<file path="src/rtl/twobus_pkg.sv">
package twobus_pkg;
  typedef enum logic [1:0] {
    OP_ADD = 2'd0,
    OP_SUB = 2'd1,
    OP_AND = 2'd2,
    OP_OR  = 2'd3
  } alu_op_e;

  typedef struct packed {
    logic carry;
    logic zero;
    logic neg;
    logic ovf;
  } alu_flags_t;
endpackage

</file>
<file path="src/rtl/twobus_alu.sv">
module twobus_alu
  import twobus_pkg::*;
#(
  parameter int W = 16
) (
  input  logic [W-1:0] a,
  input  logic [W-1:0] b,
  input  alu_op_e      op,
  input  logic         cin,
  output logic [W-1:0] res,
  output alu_flags_t   flags
);
  logic [W:0] sum;

  always_comb begin
    sum = '0;
    res = '0;
    flags = '0;
    unique case (op)
      OP_ADD: begin
        sum = {1'b0, a} + {1'b0, b} + {{W{1'b0}}, cin};
        res = sum[W-1:0];
        flags.carry = sum[W];
        flags.ovf = (a[W-1] == b[W-1]) && (res[W-1] != a[W-1]);
      end
      OP_SUB: begin
        sum = {1'b0, a} + {1'b0, ~b} + {{W{1'b0}}, 1'b1};
        res = sum[W-1:0];
        flags.carry = sum[W];
        flags.ovf = (a[W-1] != b[W-1]) && (res[W-1] != a[W-1]);
      end
      OP_AND: res = a & b;
      OP_OR:  res = a | b;
      default: res = '0;
    endcase
    flags.zero = (res == '0);
    flags.neg = res[W-1];
  end
endmodule

</file>
<file path="src/rtl/twobus_regfile.sv">
module twobus_regfile #(
  parameter int NREG = 8,
  parameter int W    = 16
) (
  input  logic            clk,
  input  logic            rst_n,
  input  logic [NREG-1:0] src_sel,
  input  logic [NREG-1:0] dst_sel,
  input  logic [W-1:0]    wr_data,
  output logic [W-1:0]    rd_val,
  output logic [W-1:0]    reg_q [NREG]
);
  for (genvar k = 0; k < NREG; k++) begin : g_reg
    always_ff @(posedge clk or negedge rst_n) begin
      if (!rst_n)          reg_q[k] <= '0;
      else if (dst_sel[k]) reg_q[k] <= wr_data;
    end
  end

  always_comb begin
    rd_val = '0;
    for (int k = 0; k < NREG; k++) begin
      if (src_sel[k]) rd_val = rd_val | reg_q[k];
    end
  end
endmodule

</file>
<file path="src/rtl/twobus_busctl.sv">
module twobus_busctl #(
  parameter int NREG = 8,
  parameter int W    = 16
) (
  input  logic [NREG-1:0] src_sel,
  input  logic [NREG-1:0] dst_sel,
  input  logic            ext_drive,
  input  logic [W-1:0]    ext_data,
  input  logic            tie_en,
  input  logic            alu_drive,
  input  logic [W-1:0]    rd_val,
  input  logic [W-1:0]    alu_res,
  output logic [W-1:0]    bus_a,
  output logic [W-1:0]    bus_b,
  output logic            bus_err
);
  logic multi_src, tie_alu, rw_same;

  always_comb begin
    multi_src = ($countones({src_sel, ext_drive}) > 1);
    tie_alu   = tie_en && alu_drive;
    rw_same   = |(src_sel & dst_sel);
    bus_err   = multi_src || tie_alu || rw_same;
    bus_a     = multi_src ? '0 : (rd_val | (ext_drive ? ext_data : '0));
    if (bus_err)        bus_b = '0;
    else if (tie_en)    bus_b = bus_a;
    else if (alu_drive) bus_b = alu_res;
    else                bus_b = '0;
  end
endmodule

</file>
<file path="src/rtl/twobus_dp.sv">
module twobus_dp
  import twobus_pkg::*;
#(
  parameter int NREG = 8,
  parameter int W    = 16
) (
  input  logic            clk,
  input  logic            rst_n,
  input  logic [NREG-1:0] src_sel,
  input  logic [NREG-1:0] dst_sel,
  input  logic            ext_drive,
  input  logic [W-1:0]    ext_data,
  input  logic            tie_en,
  input  logic            y_load,
  input  logic            alu_drive,
  input  logic [1:0]      alu_op,
  input  logic            carry_in,
  output logic [W-1:0]    bus_a,
  output logic [W-1:0]    bus_b,
  output logic [3:0]      alu_flags,
  output logic            bus_err
);
  logic [W-1:0] rd_val;
  logic [W-1:0] reg_q [NREG];
  logic [W-1:0] y_q;
  logic [W-1:0] alu_res;
  alu_flags_t   flg;

  twobus_regfile #(.NREG(NREG), .W(W)) u_rf (
    .clk(clk), .rst_n(rst_n), .src_sel(src_sel), .dst_sel(dst_sel),
    .wr_data(bus_b), .rd_val(rd_val), .reg_q(reg_q)
  );

  twobus_busctl #(.NREG(NREG), .W(W)) u_bc (
    .src_sel(src_sel), .dst_sel(dst_sel), .ext_drive(ext_drive),
    .ext_data(ext_data), .tie_en(tie_en), .alu_drive(alu_drive),
    .rd_val(rd_val), .alu_res(alu_res), .bus_a(bus_a), .bus_b(bus_b),
    .bus_err(bus_err)
  );

  twobus_alu #(.W(W)) u_alu (
    .a(bus_a), .b(y_q), .op(alu_op_e'(alu_op)), .cin(carry_in),
    .res(alu_res), .flags(flg)
  );

  always_ff @(posedge clk or negedge rst_n) begin
    if (!rst_n)      y_q <= '0;
    else if (y_load) y_q <= bus_b;
  end

  assign alu_flags = flg;
endmodule

</file>
<file path="config.mk">
export PLATFORM = sky130hd
export DESIGN_NAME = twobus_dp
export DESIGN_NICKNAME = d
export VERILOG_FILES = /design/src/rtl/twobus_pkg.sv /design/src/rtl/twobus_alu.sv /design/src/rtl/twobus_regfile.sv /design/src/rtl/twobus_busctl.sv /design/src/rtl/twobus_dp.sv
export SDC_FILE = /design/constraint.sdc
export NUM_CORES = 1
export LEC_CHECK = 0
export ABC_AREA = 1
export BUFFER_PORTS_ARGS = -buffer_cell sky130_fd_sc_hd__clkbuf_2
export CORE_AREA = 8 8 138 140
export DETAILED_ROUTE_END_ITERATION = 6
export DIE_AREA = 0 0 146 148
export PLACE_DENSITY = 0.84
export SLEW_MARGIN = 20
export SYNTH_ARGS = -nofsm -noshare
export SYNTH_HDL_FRONTEND = slang
export SYNTH_SLANG_ARGS = --single-unit
</file>
<file path="constraint.sdc">
create_clock -name clk -period 6.1 [get_ports clk]
set_input_delay 0 -clock clk [delete_from_list [all_inputs] [get_ports clk]]
set_output_delay 0 -clock clk [all_outputs]
set_load 0.02 [all_outputs]
</file>
# Yosys cells after proc, flatten, opt, wreduce, memory -nomap -nowiden
# Index checks and enable logic that the tools add are counted.
[totals]
ff_bits = 144
inputBits = 41
out_inout_bits = 37
word_cells = 65
[op_classes]
addsub = 12
order_cmp = 1
n_eq_ne = 7
n_mux = 16
n_bitwise = 12
reduce_logical = 8
[ops]
columns = ["cell", "count"]
rows = [
  ["2-to-1 mux 16 bit", 13],
  ["OR 16 bit", 9],
  ["adder 32 bit", 3],
  ["case mux 16 bit (4 select lines)", 1],
  ["adder 16 x 16 -> 17 bit", 2],
  ["adder 32 x 1 -> 32 bit", 1],
  ["> comparator 32 x 2 -> 1 bit, second input constant", 1],
  ["adder 17 x 1 -> 17 bit", 1],
  ["adder 17 x 1 -> 17 bit, second input constant", 1],
  ["bitwise AND 16 bit", 1],
  ["logical NOT 16 bit", 1],
  ["NOT 16 bit", 1],
  ["adder 1 x 1 -> 2 bit", 4],
  ["bitwise AND 8 bit", 1],
  ["OR reduction 8 bit", 1],
  ["equality test 2 bit, second input constant", 2],
  ["case mux 1 bit (2 select lines)", 2],
  ["logical AND 1 bit", 3],
  ["inequality test 1 bit", 3],
  ["equality test 2 x 1 -> 1 bit, second input constant", 1],
  ["logical NOT 2 bit", 1],
  ["logical OR 1 bit", 2],
  ["equality test 1 bit", 1],
]

# Depth between registers and ports, before layout
# Gate-level depths: netlist of run 1.
[depth]
depth_word = 23
depth_mapped = 29
depth_no_buf = 28

# Modules after synthesis
# From an unflattened synthesis of run 1, not the netlist that was laid out.
[hier_totals]
cells_unflattened = 1566
hier_area_um2 = 10440.0
[modules_own_cells]
columns = ["module", "n_inst", "cells_per_inst", "area_each_um2", "seq_area_each_um2"]
rows = [
  ["twobus_regfile", 1, 808, 6082.1, 3203.1],
  ["twobus_alu", 1, 534, 2866.5, 0.0],
  ["twobus_busctl", 1, 156, 847.1, 0.0],
  ["twobus_dp", 1, 68, 644.4, 400.4],
]

# Worst setup path before layout of run 1
# No wires, ideal clock.
[synth_timing]
path_kind = "input-to-output"
from = "input port src_sel[5]"
to = "output port alu_flags[2]"
t_arrival_ns = 4.582
required_ns = 6.100
setup_slack_ns = 1.518
stages = 27
path_buffers = 1
cell_sequence = "ha_1 -> fa_1 -> inv_1 -> fa_1 -> inv_1 -> ha_1 -> inv_1 -> fa_1 -> nand2_1 -> nor2_4 -> clkbuf_1 -> nand2_1 -> inv_1 -> fa_1 -> inv_1 -> fa_1 -> nor2_1 -> o21ai_0 -> nand2_1 -> inv_1 -> nor2_1 -> nand2_1 -> nor2_1 -> nand3_1 -> nor2_1 -> nand3_1 -> nor2_1"
[synth_between]
elab_chain_len = 11
elab_cells_between_ends = 20
cone_classes = "8 x add/sub; 1 x order compare; 5 x mux; 5 x bitwise; 1 x reduce/logical"
[synth_rtl]
columns = ["item", "line", "rtl"]
rows = [
  ["start: declaration", "twobus_dp.sv:9", "input logic [NREG-1:0] src_sel,"],
  ["branches (longest 6 deep; another with adder 32 bit)", "-", ""],
  ["2-to-1 mux 16 bit *", "twobus_busctl.sv:24", "bus_a = multi_src ? '0 : (rd_val | (ext_drive ? ext_data : '0));"],
  ["via bus_a[0]", "twobus_dp.sv:18", "output logic [W-1:0] bus_a,"],
  ["adder 16 x 16 -> 17 bit (on tied branches)", "twobus_alu.sv:27, twobus_alu.sv:21", ""],
  ["adder 17 x 1 -> 17 bit (on tied branches)", "twobus_alu.sv:27, twobus_alu.sv:21", ""],
  ["case mux 16 bit (4 select lines) *", "twobus_alu.sv:19", "unique case (op)"],
  ["logical NOT 16 bit *", "twobus_alu.sv:36", "flags.zero = (res == '0);"],
  ["end: declaration", "twobus_dp.sv:20", "output logic [3:0] alu_flags,"],
]
# Mark *: on every way through the listed nets, which the timed path passes.

# Final worst setup path of run 1
[layout_timing]
from = "input port src_sel[5]"
to = "output port alu_flags[2]"
[layout_between]
elab_chain_len = 11
elab_cells_between_ends = 20
cone_classes = "8 x add/sub; 1 x order compare; 5 x mux; 5 x bitwise; 1 x reduce/logical"
[layout_rtl]
columns = ["item", "line"]
rows = [
  ["branches (longest 6 deep; another with adder 32 bit)", "-"],
  ["2-to-1 mux 16 bit *", "twobus_busctl.sv:24"],
  ["adder 16 x 16 -> 17 bit (on tied branches)", "twobus_alu.sv:27, twobus_alu.sv:21"],
  ["adder 17 x 1 -> 17 bit (on tied branches)", "twobus_alu.sv:27, twobus_alu.sv:21"],
  ["case mux 16 bit (4 select lines) *", "twobus_alu.sv:19"],
  ["logical NOT 16 bit *", "twobus_alu.sv:36"],
]
# Mark *: on every way between the ends.

==> out/qor.yml, run 1 <==
switching_power_mw: 1.05
clock_latency_ns: 0.43
gp_congestion: 0.957
syn_area_um2: 9880
slew_viol_final: 0
routed_wl_um: 29700
synth_common_cells: "564 x nand2_1, 148 x inv_1, 144 x dfrtp_1, 136 x nand3_1, 67 x o21ai_0"
report.power.total_mw: 2.84
status: "complete, no violations"
place_area_um2: 10300
finalHoldViolations: 0
drcViolationCount: 0
hold_path.startpoint: "dst_sel[3]"
reg2reg_setup_slack_ns: 2.78
fin_crit_sh_pct: 84.8
holdPathStages: 3
clock.fmax_ghz: 0.193
max-vdd-ir-drop_uv: 199
overflow: 0
pwr-share-seq_pct: 34.0
power_frac_comb_pct: 31.5
power.leakage_nw: 5.98
cts_buffer_depth: 2
die-area_um2: 21600
period_needed_ns: 5.17
clockPowerShare_pct: 34.5
grt_max_degree: 92
vias: 9845
synth_most_common_cell: "nand2_1"
synth_top_area_share_pct: 36.5
grt_pass1_vias: 9389
cts-resized-gates: 0
setup-tns-final_ns: 0
critPathKind: "input port to output port"
cts_tree: "done"
vias_per_cell: 5.76
yosysSeqAreaShare_pct: 36.5
synth_cell_types: 39
relSlewSlack_pct: 22.1
die_h_um: 148
grt_usage_pct: 27.5
syn_area_per_cell_um2: 6.97
intPower_mw: 1.79
rsz0062_at_grt: "false"
worst_setup_path_end_kind: "output port"
cts_buffers: 17
h-tree-depth: 4
io_pins: 78
timing.rr.start: "u_rf.reg_q[96]"
yosys_warnings: 0
cellPowerDensity_nw_per_um2: 259
cts-hold-fix-buffers: 9
drv_cap: 0
ant_nets: 0
crit_required_ns: 6.10
setup_ws_ns: 0.930
synthTopCellsByArea: "dfrtp_1 36%, nand2_1 21%, ha_1 8.4%"
synth_cells: 1416
cp-start-kind: "input port"
async_flop_share_pct: 100
reg2reg_to: "u_rf.reg_q[94]"
dr.pass1.iters: 6
fin_nets: 1587
drive_above_1_share_pct: 9.63
ys.flop_type: "dfrtp_1"
synth_edf_count: 0
holdPathEnd: "u_rf.reg_q[79]"
r2r_cells: 21
syn_to_final_growth_pct: 11.2
grt_pass1_wl_um: 48400
synth_fp_nets: 1531
initialDrtViolationCount: 982
synth-seq-cells: 144
cts_setup_buffers: 0
rows: 48
clkTransAtPathRegs_ns: 0.07
antenna_found_initial: 0
start_util_pct: 58.3
coreArea_um2: 16900
setup_violations: 0
n_antenna_cell: 0
clock_skew_ns: 0.0108
synth_top_area_cell: "dfrtp_1"
min_path_type: "input port to register"
clkSinkCount: 144
routedWlPerCell_um: 17.4
cts_root_buffer: "clkbuf_16"
die_w_um: 146
worstMarginPinSlew_ns: 1.17
cp.arrival_ns: 5.17
dp_hpwl_um: 21100
port_buffers: 77
swShare_pct: 36.9
dpl_worst_slack_ns: 0.952
finish.instance_area_um2: 11000
cp_max_fo: 19
-- power by group through the flow --
stage                     clock [mW]  sequential [mW]  combinational (mW)
after CTS                      0.981            0.967               0.883
after floorplan                    0            0.983               0.627
after detailed placement           0            0.984               0.874
after global routing            1.02            0.968                1.00
final                          0.980            0.967               0.895
after global placement             0            0.984               0.859
-- worst max-delay path, cell delays in order --
cell and delay (ns):
clkbuf_2 0.10, ha_1 0.32, fa_1 0.54, inv_1 0.05, fa_1 0.38, inv_1 0.07
ha_1 0.14, inv_1 0.05, fa_1 0.47, nand2_1 0.08, nor2_4 0.40, nand2_1 0.24
inv_1 0.17, fa_1 0.25, inv_1 0.07, fa_1 0.42, nor2_1 0.12, o21ai_0 0.09
nand2_1 0.16, inv_1 0.06, nor2_1 0.12, nand2_1 0.07, nor2_1 0.08, nand3_1 0.07
nor2_1 0.15, nand3_1 0.09, nor2_1 0.17, clkbuf_2 0.21
-- registers in the layout, indices dropped and copies added, names as in the netlist --
register,cells
y_q,16
u_rf.reg_q,128
-- routing by layer --
layer | routed length, um | GRT usage [%] | vias up | part of all wire [%]
met1 | 12200 | 35.6 | 4580 | 41
met4 | 860 | 9.89 | 0 | 2.9
met5 | 0 | 0 | - | 0
li1 | - | - | 4655 | -
met2 | 14200 | 45.5 | 525 | 48
met3 | 2470 | 5.01 | 85 | 8.3
-- cell usage in the layout, fill, tap and decap left out, types with 3 or more instances in the layout --
cell and instances:
a211oi_1 6, a21oi_1 38, a221oi_1 15, a22o_1 3, and2_1 5, buf_4 10, clkbuf_16 17, clkbuf_2 76
clkinv_2 4, clkinvlp_4 5, dfrtp_1 144, dlygate4sd3_1 9, fa_1 8, ha_1 66, inv_1 148, inv_2 5
nand2_1 564, nand2_2 8, nand3_1 136, nand3b_1 7, nand4_1 29, nor2_1 53, o21ai_0 67, o21ai_1 25
o21bai_1 3, o22ai_1 8
-- cell families (layout without fill, tap and decap cells) --
group	Yosys count	in the layout	share of synthesized area (%)
AND/OR/NAND/NOR	811	811	34.4
buffers and inverters	213	282	8.82
AO/OA/AOI/OAI	173	173	10.2
flip-flops	144	144	36.5
adder cells (fa/ha/maj)	74	74	9.98
XOR/XNOR	1	1	0.0887
-- area by class of cell --
cell class,count,area (um^2)
Clock inverter,13,114
Inverter,154,581
Timing Repair Buffer,96,557
Fill cell,1516,5960
Multi-Input combinational cell,1059,5400
Tap cell,225,282
Sequential cell,144,3600
Clock buffer,19,443
-- per-stage QoR --
stage | instances | util [%] | hold WS [ns]
floorplan | 1416 | - | -0.296
global placement | 1669 | 61.0 | 0.133
detailed placement | 1669 | 61.0 | 0.130
CTS | 1710 | 64.8 | 0.000347
global route | 1710 | 64.8 | 0.0236
finish | 1710 | 64.8 | 0.0146
-- worst max-delay path by stage --
stage / from / to
5_1_grt: src_sel[5] / alu_flags[2]
3_5_place_dp: src_sel[5] / alu_flags[2]
6_report: src_sel[5] / alu_flags[2]
3_3_place_gp: src_sel[5] / alu_flags[2]
2_1_floorplan: src_sel[5] / alu_flags[2]
4_1_cts: src_sel[5] / alu_flags[2]
Note: power is estimated with default switching activity, not from simulation.
==> run 2: changes to the inputs <==
==> constraint.sdc (replaced) <==
create_clock -name clk -period 5.25 [get_ports clk]
set_input_delay 0 -clock clk [delete_from_list [all_inputs] [get_ports clk]]
set_output_delay 0 -clock clk [all_outputs]
set_load 0.02 [all_outputs]
==> run 2 against run 1 <==
Against the previous run:
- non-clock buffer count increased by 2
- routed wire length grew 2.7%
- first-iteration DRC count is 7.4% lower
- worst setup slack lost 0.61 ns
- die area stayed put
- register-to-register slack worse by 0.91 ns
- utilization rose by 0.059 points
- sequential cell count unchanged
- clock skew down 0.0029 ns
- via count increased by 0.96%
- critical path depth unchanged
- largest cell class unchanged
==> out/qor.yml, run 2 (synthesized netlist as in run 1, its figures left out) <==
status: "complete, no violations"
dp_hpwl_um: 21400
setup-tns-final_ns: 0
cp_max_fo: 11
worst_hold_slack_ns: 0.0118
start_util_pct: 58.3
clock.fmax_ghz: 0.203
crit_required_ns: 5.25
timing.rr.start: "u_rf.reg_q[96]"
cts_buffers: 17
slew_viol_final: 0
worstSetupStartpoint: "src_sel[5]"
largest_reg_flops: 128
setup_violations: 0
reg2reg_setup_slack_ns: 1.87
port_buffers: 77
relSlewSlack_pct: 25.4
worstMarginPinSlew_ns: 1.12
drcViolationCount: 0
cellPowerDensity_nw_per_um2: 305
routed_wl_um: 30500
fin_crit_sh_pct: 93.9
dr.pass1.iters: 5
clock_latency_ns: 0.42
die_h_um: 148
grt_usage_pct: 28.0
finalHoldViolations: 0
final_cell_mix: "564 x nand2_1, 148 x inv_1, 144 x dfrtp_1"
coreArea_um2: 16900
gp_congestion: 0.995
cp.arrival_ns: 4.93
grt_pass1_wl_um: 49100
final_common_cell: "nand2_1"
max-vdd-ir-drop_uv: 255
min_path_type: "input port to register"
n_antenna_cell: 0
dp.cells: 1672
drive_above_1_share_pct: 9.76
ant_nets: 0
grt_pass1_vias: 9693
reg_top3: "u_rf.reg_q: 128 flops, y_q: 16 flops"
fin_nets: 1589
cts_tree: "done"
drv_cap: 0
routedWlPerCell_um: 17.8
clkSinkCount: 144
overflow: 0
antenna_found_initial: 0
hold_path.startpoint: "dst_sel[6]"
holdPathEnd: "u_rf.reg_q[31]"
regMostFlops: "u_rf.reg_q"
initialDrtViolationCount: 909
cts_buffer_depth: 2
grt_max_degree: 75
die-area_um2: 21600
h-tree-depth: 4
clkTransAtPathRegs_ns: 0.06
vias: 9940
die_w_um: 146
critPathKind: "input port to output port"
cts_root_buffer: "clkbuf_16"
io_pins: 78
worst_setup_path_end_kind: "output port"
cp-start-kind: "input port"
period_needed_ns: 4.93
power.leakage_nw: 6.01
reg2reg_to: "u_rf.reg_q[30]"
stdcell_count: 1711
vias_per_cell: 5.81
holdPathStages: 3
clock_skew_ns: 0.00795
rows: 48
syn_to_final_growth_pct: 11.3
r2r_cells: 21
-- run 2: stage by stage --
step / worst slack (ns) / instance area [um^2] / util [%] / power (mW)
after floorplan: 0.668 / 9880 / - / 1.87
after global placement: 0.432 / 10400 / 61.1 / 2.16
after detailed placement: 0.358 / 10400 / 61.1 / 2.18
after CTS: 0.343 / 11000 / 64.8 / 3.33
after global routing: -0.00230 / 11000 / 64.9 / 3.53
final: 0.320 / 11000 / 64.9 / 3.36
-- run 2: worst max path at each step --
stage | to | depth (start not counted)
after floorplan | alu_flags[2] | 27
after global placement | alu_flags[2] | 24
after detailed placement | alu_flags[2] | 28
after CTS | alu_flags[2] | 28
after global routing | alu_flags[2] | 28
final | alu_flags[2] | 28
-- run 2: power breakdown --
part | internal (mW) | switching, mW | leakage, nW | total [mW]
clock | 0.710 | 0.442 | 0.276 | 1.15
sequential | 1.12 | 0.00548 | 2.01 | 1.12
combinational | 0.325 | 0.754 | 3.72 | 1.08
total | 2.15 | 1.20 | 6.01 | 3.36
-- run 2: worst max-delay path, stage by stage --
cell,delay [ns]
clkbuf_2,0.11
ha_1,0.32
fa_1,0.53
inv_1,0.05
fa_1,0.37
inv_1,0.06
ha_1,0.13
inv_1,0.04
fa_1,0.47
nand2_1,0.08
nor2_4,0.29
nand2_1,0.21
inv_1,0.16
fa_1,0.25
inv_1,0.07
fa_1,0.43
nor2_1,0.12
o21ai_0,0.09
nand2_1,0.15
inv_1,0.05
nor2_1,0.10
nand2_1,0.06
nor2_1,0.11
nand3_1,0.08
nor2_1,0.14
nand3_1,0.09
nor2_1,0.16
clkbuf_2,0.20
-- run 2: final cells by class --
cell class,count,area [um^2]
Sequential cell,144,3600
Tap cell,225,282
Timing Repair Buffer,98,562
Clock inverter,5,52.6
Fill cell,1525,5950
Multi-Input combinational cell,1059,5400
Inverter,154,581
Clock buffer,26,509
-- run 2: repair_timing --
item / CTS / global route
setup buffers: 0 / 3
hold buffers: 5 / 0
endpoints found under the hold margin: 86 / 0
gates resized for setup: 0 / 1
endpoints found under the setup margin: 0 / 1
-- run 2: metal layers --
metal | share of wire [%] | wire length (um) | track usage (%)
met5 | 0 | 0 | 0
met4 | 3.6 | 1110 | 11.5
met3 | 7.8 | 2390 | 5.32
met2 | 48 | 14700 | 47.2
met1 | 40 | 12300 | 34.8
